`src/rtl/bringup_pkg.sv`:
```
// Shared types and constants for the switch bring-up sequencer.
// Assumes a register address of block (3 bits), subblock (4 bits), register (8 bits).
package bringup_pkg;

    typedef enum logic [4:0] {
        S_IDLE, S_MBOX, S_PULSE, S_ID, S_HALT, S_PTR0, S_LOAD, S_PTR1,
        S_CHECK, S_RUN, S_DLY_W, S_DLY_R, S_PM_W, S_PM_R, S_MAC_RST,
        S_MAC_CFG, S_DONE, S_FAIL
    } seq_state_t;

    typedef enum logic [2:0] {
        F_NONE   = 3'd0,
        F_NODEV  = 3'd1,
        F_UPLOAD = 3'd2,
        F_VERIFY = 3'd3,
        F_CONFIG = 3'd4
    } fault_t;

    typedef struct packed {
        logic        wr;
        logic [2:0]  blk;
        logic [3:0]  sub;
        logic [7:0]  addr;
        logic [31:0] data;
    } acc_cmd_t;

    localparam logic [2:0]  BLK_SYS      = 3'd7;
    localparam logic [2:0]  BLK_MAC      = 3'd1;
    localparam logic [3:0]  SUB_HOSTMAC  = 4'd6;
    localparam logic [7:0]  RG_MAILBOX   = 8'h15;
    localparam logic [7:0]  RG_IDENT     = 8'h18;
    localparam logic [7:0]  RG_CPUCTL    = 8'h10;
    localparam logic [7:0]  RG_PGMPTR    = 8'h11;
    localparam logic [7:0]  RG_PGMWIN    = 8'h12;
    localparam logic [7:0]  RG_CLKDLY    = 8'h05;
    localparam logic [7:0]  RG_PORTMODE  = 8'h19;
    localparam logic [7:0]  RG_MACCFG    = 8'h00;

    localparam logic [15:0] IDENT_MATCH  = 16'h7385;
    localparam logic [31:0] CPU_HALT     = 32'h0000_008C;
    localparam logic [31:0] CPU_RUN      = 32'h0000_010B;
    localparam logic [31:0] CLKDLY_VAL   = 32'h0000_0033;
    localparam logic [31:0] PORTMODE_VAL = 32'h0000_002C;
    localparam logic [31:0] MAC_HOLD     = 32'h2000_0030;
    localparam logic [31:0] MAC_RUN      = 32'h1007_0184;

endpackage

```
`src/rtl/reg_access_port.sv`:
```
// Request/acknowledge access port toward the external SPI master.
// Latches one command per issue pulse, holds it until acknowledge, then
// presents the response for exactly one cycle. Assumes issue only while idle.
module reg_access_port
    import bringup_pkg::*;
(
    input  logic        clk,
    input  logic        rst_n,
    input  logic        issue,
    input  acc_cmd_t    cmd,
    input  logic        acc_ack,
    input  logic        acc_err,
    input  logic [31:0] acc_rdata,
    output logic        acc_req,
    output acc_cmd_t    cmd_q,
    output logic        rsp_valid,
    output logic        rsp_err,
    output logic [31:0] rsp_data
);

    // Hold the request until acknowledged and register the response.
    always_ff @(posedge clk) begin
        if (!rst_n) begin
            acc_req   <= 1'b0;
            cmd_q     <= '0;
            rsp_valid <= 1'b0;
            rsp_err   <= 1'b0;
            rsp_data  <= '0;
        end else begin
            rsp_valid <= 1'b0;
            if (issue && !acc_req) begin
                acc_req <= 1'b1;
                cmd_q   <= cmd;
            end else if (acc_req && acc_ack) begin
                acc_req   <= 1'b0;
                rsp_valid <= 1'b1;
                rsp_err   <= acc_err;
                rsp_data  <= acc_rdata;
            end
        end
    end

endmodule

```
`src/rtl/mismatch_tally.sv`:
```
// Counts read-back mismatches during verification.
// at_limit flags that LIMIT mismatches are already recorded, so one more ends the check.
module mismatch_tally #(
    parameter  int LIMIT = 4,
    localparam int CW    = $clog2(LIMIT + 2)
) (
    input  logic clk,
    input  logic rst_n,
    input  logic clear,
    input  logic hit,
    output logic any_seen,
    output logic at_limit
);

    logic [CW-1:0] cnt;

    // Clear at the start of a verify pass, count each mismatch.
    always_ff @(posedge clk) begin
        if (!rst_n)     cnt <= '0;
        else if (clear) cnt <= '0;
        else if (hit)   cnt <= cnt + 1'b1;
    end

    assign any_seen = (cnt != '0);
    assign at_limit = (cnt == CW'(LIMIT));

endmodule

```
`src/rtl/rst_pulse_gen.sv`:
```
// Generates a hardware reset pulse of exactly CYCLES clock cycles.
// Assumes fire is not repeated while a pulse is running.
module rst_pulse_gen #(
    parameter  int CYCLES = 16,
    localparam int CW     = $clog2(CYCLES + 1)
) (
    input  logic clk,
    input  logic rst_n,
    input  logic fire,
    output logic pulse,
    output logic last
);

    logic [CW-1:0] cnt;

    // Load the width on fire, count down to zero.
    always_ff @(posedge clk) begin
        if (!rst_n)           cnt <= '0;
        else if (fire)        cnt <= CW'(CYCLES);
        else if (cnt != '0)   cnt <= cnt - 1'b1;
    end

    assign pulse = (cnt != '0);
    assign last  = (cnt == CW'(1));

endmodule

```
`src/rtl/switch_bringup_seq.sv`:
```
// Top-level bring-up sequencer: probe, optional device reset, identity check,
// processor halt, microcode upload, read-back verify, processor start and
// checked configuration. Assumes a combinational microcode ROM on rom_addr/rom_data
// and an SPI master that completes each access with acc_ack (+acc_err, acc_rdata).
module switch_bringup_seq
    import bringup_pkg::*;
#(
    parameter  int UCODE_LEN      = 256,
    parameter  int RST_CYCLES     = 16,
    parameter  int MISMATCH_LIMIT = 4,
    localparam int ROM_AW         = (UCODE_LEN > 1) ? $clog2(UCODE_LEN) : 1,
    localparam int IW             = $clog2(UCODE_LEN + 1)
) (
    input  logic              clk,
    input  logic              rst_n,
    input  logic              start,
    output logic              busy,
    output logic              done,
    output logic              fail,
    output logic [2:0]        err_code,
    output logic              chip_rst,
    output logic [ROM_AW-1:0] rom_addr,
    input  logic [7:0]        rom_data,
    output logic              acc_req,
    output logic              acc_write,
    output logic [2:0]        acc_block,
    output logic [3:0]        acc_sub,
    output logic [7:0]        acc_reg,
    output logic [31:0]       acc_wdata,
    input  logic              acc_ack,
    input  logic              acc_err,
    input  logic [31:0]       acc_rdata
);

    seq_state_t    state;
    fault_t        fault;
    logic          sent;
    logic [IW-1:0] idx;
    acc_cmd_t      cmd, cmd_q;
    logic          is_acc, issue;
    logic          rsp_valid, rsp_err;
    logic [31:0]   rsp_data;
    logic          pulse_fire, pulse_last;
    logic          tally_any, tally_full, tally_clear, tally_hit;
    logic          last_byte, big_val, byte_bad;

    reg_access_port u_port (
        .clk(clk), .rst_n(rst_n), .issue(issue), .cmd(cmd),
        .acc_ack(acc_ack), .acc_err(acc_err), .acc_rdata(acc_rdata),
        .acc_req(acc_req), .cmd_q(cmd_q),
        .rsp_valid(rsp_valid), .rsp_err(rsp_err), .rsp_data(rsp_data)
    );

    rst_pulse_gen #(.CYCLES(RST_CYCLES)) u_pulse (
        .clk(clk), .rst_n(rst_n), .fire(pulse_fire),
        .pulse(chip_rst), .last(pulse_last)
    );

    mismatch_tally #(.LIMIT(MISMATCH_LIMIT)) u_tally (
        .clk(clk), .rst_n(rst_n), .clear(tally_clear), .hit(tally_hit),
        .any_seen(tally_any), .at_limit(tally_full)
    );

    // Select the access belonging to the current step.
    always_comb begin
        cmd    = '0;
        is_acc = 1'b1;
        case (state)
            S_MBOX:    cmd = '{1'b0, BLK_SYS, 4'd0, RG_MAILBOX, 32'd0};
            S_ID:      cmd = '{1'b0, BLK_SYS, 4'd0, RG_IDENT,   32'd0};
            S_HALT:    cmd = '{1'b1, BLK_SYS, 4'd0, RG_CPUCTL,  CPU_HALT};
            S_PTR0,
            S_PTR1:    cmd = '{1'b1, BLK_SYS, 4'd0, RG_PGMPTR,  32'd0};
            S_LOAD:    cmd = '{1'b1, BLK_SYS, 4'd0, RG_PGMWIN,  {24'd0, rom_data}};
            S_CHECK:   cmd = '{1'b0, BLK_SYS, 4'd0, RG_PGMWIN,  32'd0};
            S_RUN:     cmd = '{1'b1, BLK_SYS, 4'd0, RG_CPUCTL,  CPU_RUN};
            S_DLY_W:   cmd = '{1'b1, BLK_SYS, 4'd0, RG_CLKDLY,  CLKDLY_VAL};
            S_DLY_R:   cmd = '{1'b0, BLK_SYS, 4'd0, RG_CLKDLY,  32'd0};
            S_PM_W:    cmd = '{1'b1, BLK_MAC, SUB_HOSTMAC, RG_PORTMODE, PORTMODE_VAL};
            S_PM_R:    cmd = '{1'b0, BLK_MAC, SUB_HOSTMAC, RG_PORTMODE, 32'd0};
            S_MAC_RST: cmd = '{1'b1, BLK_MAC, SUB_HOSTMAC, RG_MACCFG,   MAC_HOLD};
            S_MAC_CFG: cmd = '{1'b1, BLK_MAC, SUB_HOSTMAC, RG_MACCFG,   MAC_RUN};
            default:   is_acc = 1'b0;
        endcase
    end

    assign issue       = is_acc && !sent;
    assign last_byte   = (idx == IW'(UCODE_LEN - 1));
    assign big_val     = (rsp_data[31:8] != '0);
    assign byte_bad    = (rsp_data[7:0] != rom_data);
    assign tally_hit   = (state == S_CHECK) && rsp_valid && !rsp_err && !big_val && byte_bad;
    assign tally_clear = (state == S_PTR1);
    assign pulse_fire  = (state == S_MBOX) && rsp_valid && !rsp_err && (&rsp_data);

    // Step through the bring-up sequence; faults end in a sticky state.
    always_ff @(posedge clk) begin
        if (!rst_n) begin
            state <= S_IDLE;
            fault <= F_NONE;
            sent  <= 1'b0;
            idx   <= '0;
        end else begin
            if (rsp_valid)  sent <= 1'b0;
            else if (issue) sent <= 1'b1;
            case (state)
                S_IDLE: if (start) state <= S_MBOX;
                S_MBOX: if (rsp_valid) begin
                    if (rsp_err)         begin state <= S_FAIL; fault <= F_NODEV; end
                    else if (&rsp_data)  state <= S_PULSE;
                    else                 state <= S_ID;
                end
                S_PULSE: if (pulse_last) state <= S_ID;
                S_ID: if (rsp_valid) begin
                    if (rsp_err || rsp_data[27:12] != IDENT_MATCH) begin
                        state <= S_FAIL; fault <= F_NODEV;
                    end else state <= S_HALT;
                end
                S_HALT: if (rsp_valid) begin
                    if (rsp_err) begin state <= S_FAIL; fault <= F_UPLOAD; end
                    else state <= S_PTR0;
                end
                S_PTR0: if (rsp_valid) begin
                    idx <= '0;
                    if (rsp_err) begin state <= S_FAIL; fault <= F_UPLOAD; end
                    else state <= S_LOAD;
                end
                S_LOAD: if (rsp_valid) begin
                    if (rsp_err)        begin state <= S_FAIL; fault <= F_UPLOAD; end
                    else if (last_byte) begin state <= S_PTR1; idx <= '0; end
                    else                idx <= idx + 1'b1;
                end
                S_PTR1: if (rsp_valid) begin
                    if (rsp_err) begin state <= S_FAIL; fault <= F_UPLOAD; end
                    else state <= S_CHECK;
                end
                S_CHECK: if (rsp_valid) begin
                    if (rsp_err || big_val || (byte_bad && tally_full)) begin
                        state <= S_FAIL; fault <= F_VERIFY;
                    end else if (last_byte) begin
                        if (tally_any || byte_bad) begin state <= S_FAIL; fault <= F_VERIFY; end
                        else state <= S_RUN;
                    end else idx <= idx + 1'b1;
                end
                S_RUN: if (rsp_valid) begin
                    if (rsp_err) begin state <= S_FAIL; fault <= F_UPLOAD; end
                    else state <= S_DLY_W;
                end
                S_DLY_W: if (rsp_valid) begin
                    if (rsp_err) begin state <= S_FAIL; fault <= F_CONFIG; end
                    else state <= S_DLY_R;
                end
                S_DLY_R: if (rsp_valid) begin
                    if (rsp_err || (rsp_data & CLKDLY_VAL) != CLKDLY_VAL) begin
                        state <= S_FAIL; fault <= F_CONFIG;
                    end else state <= S_PM_W;
                end
                S_PM_W: if (rsp_valid) begin
                    if (rsp_err) begin state <= S_FAIL; fault <= F_CONFIG; end
                    else state <= S_PM_R;
                end
                S_PM_R: if (rsp_valid) begin
                    if (rsp_err || rsp_data[7:0] != PORTMODE_VAL[7:0]) begin
                        state <= S_FAIL; fault <= F_CONFIG;
                    end else state <= S_MAC_RST;
                end
                S_MAC_RST: if (rsp_valid) begin
                    if (rsp_err) begin state <= S_FAIL; fault <= F_CONFIG; end
                    else state <= S_MAC_CFG;
                end
                S_MAC_CFG: if (rsp_valid) begin
                    if (rsp_err) begin state <= S_FAIL; fault <= F_CONFIG; end
                    else state <= S_DONE;
                end
                default: ;
            endcase
        end
    end

    assign busy      = !(state inside {S_IDLE, S_DONE, S_FAIL});
    assign done      = (state == S_DONE);
    assign fail      = (state == S_FAIL);
    assign err_code  = fault;
    assign rom_addr  = idx[ROM_AW-1:0];
    assign acc_write = cmd_q.wr;
    assign acc_block = cmd_q.blk;
    assign acc_sub   = cmd_q.sub;
    assign acc_reg   = cmd_q.addr;
    assign acc_wdata = cmd_q.data;

endmodule

```
`config.mk`:
```
export PLATFORM = sky130hd
export DESIGN_NAME = switch_bringup_seq
export DESIGN_NICKNAME = d
export VERILOG_FILES = /design/src/rtl/bringup_pkg.sv /design/src/rtl/reg_access_port.sv /design/src/rtl/mismatch_tally.sv /design/src/rtl/rst_pulse_gen.sv /design/src/rtl/switch_bringup_seq.sv
export SDC_FILE = /design/constraint.sdc
export NUM_CORES = 1
export LEC_CHECK = 0
export ABC_AREA = 0
export BUFFER_PORTS_ARGS = -buffer_cell sky130_fd_sc_hd__buf_2
export CELL_PAD_IN_SITES_DETAIL_PLACEMENT = 0
export CELL_PAD_IN_SITES_GLOBAL_PLACEMENT = 1
export CORE_MARGIN = 2
export CORE_UTILIZATION = 43
export DETAILED_ROUTE_END_ITERATION = 6
export PLACE_DENSITY_LB_ADDON = 0.2
export SLEW_MARGIN = 20
export SYNTH_ARGS = -nofsm -noshare
export SYNTH_HDL_FRONTEND = slang
export SYNTH_SLANG_ARGS = --single-unit
```
`constraint.sdc`:
```
create_clock -name clk -period 3.6 [get_ports clk]
set_input_delay 0.18 -clock clk [delete_from_list [all_inputs] [get_ports clk]]
set_output_delay 0.18 -clock clk [all_outputs]
set_load 0.01 [all_outputs]
```
==> reports/summary.md <==
* number of filler cells placed in the layout: 1,006
* leakage dissipation: 2.07 nW
* clock transition at the registers of the reported paths: 80 ps
* core region area: 10,200 sq um
* antenna cells: 0
* Syn Inst Count: 527
* slowest cell delay on critical path: 540 ps
* master cell of the clock root buffer: clkbuf_8
* Crit Path Max Fanout: 14
* Total Negative Setup Slacks: 0 ps
* Hold WC Path Type: in -> reg
* post-synth top area share: 36.2%
* average detailed-routed wire length per instance: 15.8 um
* Slew Limit Fails: 0
* antenna violations before repair: 0
* Final period util: 73.4%
* total number of placement rows: 37
* final routed DRC violation total: 0
* number of sinks on the clock net: 81
* Async SR Flop Fraction: 0%
* sequential cell area: 1620 sq um
* post-route minimum period: 2640 ps
* DR vias/cell: 5.57
* portion of total power attributed to combinational logic: 42.4%
* estimated wirelength of the detail-placed design: 8350 um
* Worst EP arrival: 2890 ps
* distinct cell type count after synthesis: 74
* latest clock arrival within the worst-skew pair: 360 ps
* final setup violating endpoints: 0
* total of max-cap violations: 0
* wire length of the first global-routing pass: 18,400 um
* relative slew slack: 57.5%
* slew at the pin with the worst max-slew slack: 634 ps
* pre-CTS worst setup slack: 969 ps
* capturing element type of the critical path: flip-flop
* Detailed Route WL: 11,400 um
* classification of the worst setup path: reg -> reg
* number of hold buffers added after CTS: 0
* area of combinational cells with multiple inputs: 2450 sq um
* Power Total: 3.34 mW
* cell-by-cell listing of the critical path: ha_1 > and4_1 > ha_1 > inv_1 > and3_1 > nand4_1 > o2bb2ai_2 > nand4_1 > mux2_1
* met3 routing resource usage after global routing: 2.94%
* most area-consuming cells after synthesis: dfxtp_1, a22o_1, buf_4
* number of flops mapped to enable cells by yosys: 0
* part of the total power dissipated in sequential elements: 36.6%
* power density over the cells: 666 nW/um^2
* number of synthesized register bits: 81
* vias in the first global route: 3,665
* largest buffer count on any clock path: 2
* synthesis-to-finish area growth: 12.1%
* internal power component: 1.99 mW
* fraction of final layout cells sized beyond drive strength 1: 22.6%
* area of the die: 11,200 sq um
* Mean Syn Cell Area: 8.49 sq um
* required time of the critical path: 3850 ps
* residual overflow from global routing: 0
* Net Sw Frac: 40.4%
* setup repair after global routing missed its margin: false
* vias: 4,032
* run status: finished, final reports clean
* CP Launch Type: flip-flop
* worst path setup slack after routing: 959 ps
* sequential area share after synthesis: 36.2%
* CTS-repair resized insts: 0
* number of nets in the finished design: 638
* Layout Skew: 10.9 ps
* met2 track demand over resource: 32.7%
* GR Util All Layers: 20.5%
* Routed Antenna Nets: 0
* yosys warns: 0
* dominant synthesized flop cell: dfxtp_1
* timing-limited maximum frequency: 379 MHz
* met1 track utilization from global routing: 26.7%
* Ports: 109
* cell type contributing the most total cell area after synthesis: dfxtp_1
* CP max stage cell: o2bb2ai_2
* power spent charging and discharging nets: 1.35 mW
* I/O Buffers: 85
* effective utilization at floorplan: 43.7%
* CTS tree: yes
* router iterations before antenna repair: 5
* total CTS buffers: 9
* Max rail drop VDD: 276 uV
* depth of the CTS H-tree: 3
* peak-usage layer in the global routing report: met2
* clock network power share: 21.0%
* floorplan die width: 106 um
* hold violation total from the final report: 0
* final weighted congestion in routability-driven placement: 0.943
* drt initial violations: 265
* largest net degree at the start of global routing: 35
* die extent in y: 106 um
* total standard cell area after synthesis: 4480 sq um
* post-CTS repair timing setup buffer count: 0
==> flip-flops by register name, indices dropped and copies added (netlist names) <==
name / flops
u_pulse.cnt: 5
err_code: 3
idx: 9
u_port.rsp_data: 32
sent: 1
u_port.rsp_valid: 1
u_port.cmd_q: 20
u_port.acc_req: 1
state: 5
u_tally.cnt: 3
u_port.rsp_err: 1
==> placed cells by master, fill, tap and decap left out, types with 4 or more instances in the layout <==
| cell type | instances |
|---|---|
| a211oi_1 | 9 |
| a21oi_1 | 30 |
| a22o_1 | 33 |
| a31oi_1 | 7 |
| and2_1 | 4 |
| and3_1 | 7 |
| buf_2 | 85 |
| buf_4 | 11 |
| clkbuf_8 | 9 |
| conb_1 | 23 |
| dfxtp_1 | 81 |
| ha_1 | 8 |
| inv_1 | 18 |
| nand2_1 | 29 |
| nand2b_1 | 8 |
| nand3_1 | 12 |
| nand3b_1 | 5 |
| nand4_1 | 11 |
| nor2_1 | 53 |
| nor3_1 | 28 |
| nor4_1 | 12 |
| nor4_2 | 4 |
| o21ai_0 | 8 |
| xnor2_1 | 6 |
| xor2_1 | 10 |
==> critical path: cells and delay by family (launching register included) <==
family                     cells  cell delay (ps)
and+or+nand+nor                4              700
AOI/OAI and AO/OA              1              540
muxes                          1              330
adders and majority gates      2              530
DFF                            1              350
buffers and inverters          1              100
==> area by class of cell <==
| cell class | instances | share of cell area [%] |
|---|---|---|
| clock inverter | 4 | 1.40 |
| clock buffer | 10 | 2.54 |
| sequential | 81 | 32.3 |
| timing repair buffer | 96 | 10.1 |
| multi-input combinational | 379 | 48.9 |
| inverter | 18 | 1.35 |
| tap | 136 | 3.39 |
==> synthesized netlist by cell type (all sizes together) (3+ instances only) <==
cell type  count
dfxtp         81
nor2          53
buf           50
a22o          33
a21oi         32
nand2         30
nor3          29
clkbuf        21
inv           18
nor4          16
nand3         12
nand4         11
a211oi        10
o21ai         10
xor2          10
and3           8
ha             8
nand2b         8
a31oi          7
xnor2          6
nand3b         5
and2           4
a31o           3
a41o           3
mux2i          3
nand4b         3
nor3b          3
nor4b          3
o21a           3
o31ai          3
or3            3
==> power by group through the flow <==
stage	sequential [mW]	combinational, mW	clock, mW
detailed placement	1.24	1.41	0
CTS	1.22	1.41	0.720
global placement	1.24	1.41	0
floorplan	1.20	1.07	0
finish	1.22	1.42	0.702
global route	1.25	1.57	0.756
==> path summary, 6_finish.rpt <==
| path | startpoint | slack, ps | to | cells after the start |
|---|---|---|---|---|
| worst max-delay path | idx[0] | 960 | idx[6] | 9 |
| worst min-delay path | acc_rdata[12] | 30 | u_port.rsp_data[12] | 2 |
| worst min register to register | u_port.cmd_q[6] | 450 | u_port.cmd_q[6] | 2 |
| worst max register to register | idx[0] | 960 | idx[6] | 9 |
==> layer usage <==
layer,share of wire [%],wire (um)
met1,45,5210
met2,47,5330
met3,4.9,557
met4,3.1,355
met5,0,0
==> through the flow <==
step / hold WS [ps] / cells / utilization (%) / instance area, sq um
detailed placement: 391 / 710 / 47.1 / 4820
floorplan: 306 / 549 / - / 4560
global placement: 390 / 710 / 47.1 / 4820
finish: 28.0 / 724 / 49.0 / 5020
global route: 20.1 / 724 / 49.0 / 5020
CTS: 10.8 / 724 / 49.0 / 5020
==> cell families after synthesis <==
kind of cell	after synthesis	share of synthesized area (%)
compound gates	129	22.1
xor+xnor	16	3.13
fa+ha+maj	8	2.24
buf+inv	89	11.1
flops	81	36.2
mux	5	1.17
other cells	1	0.0838
simple gates	198	24.0
No activity file was read; power rests on OpenSTA's default activity.
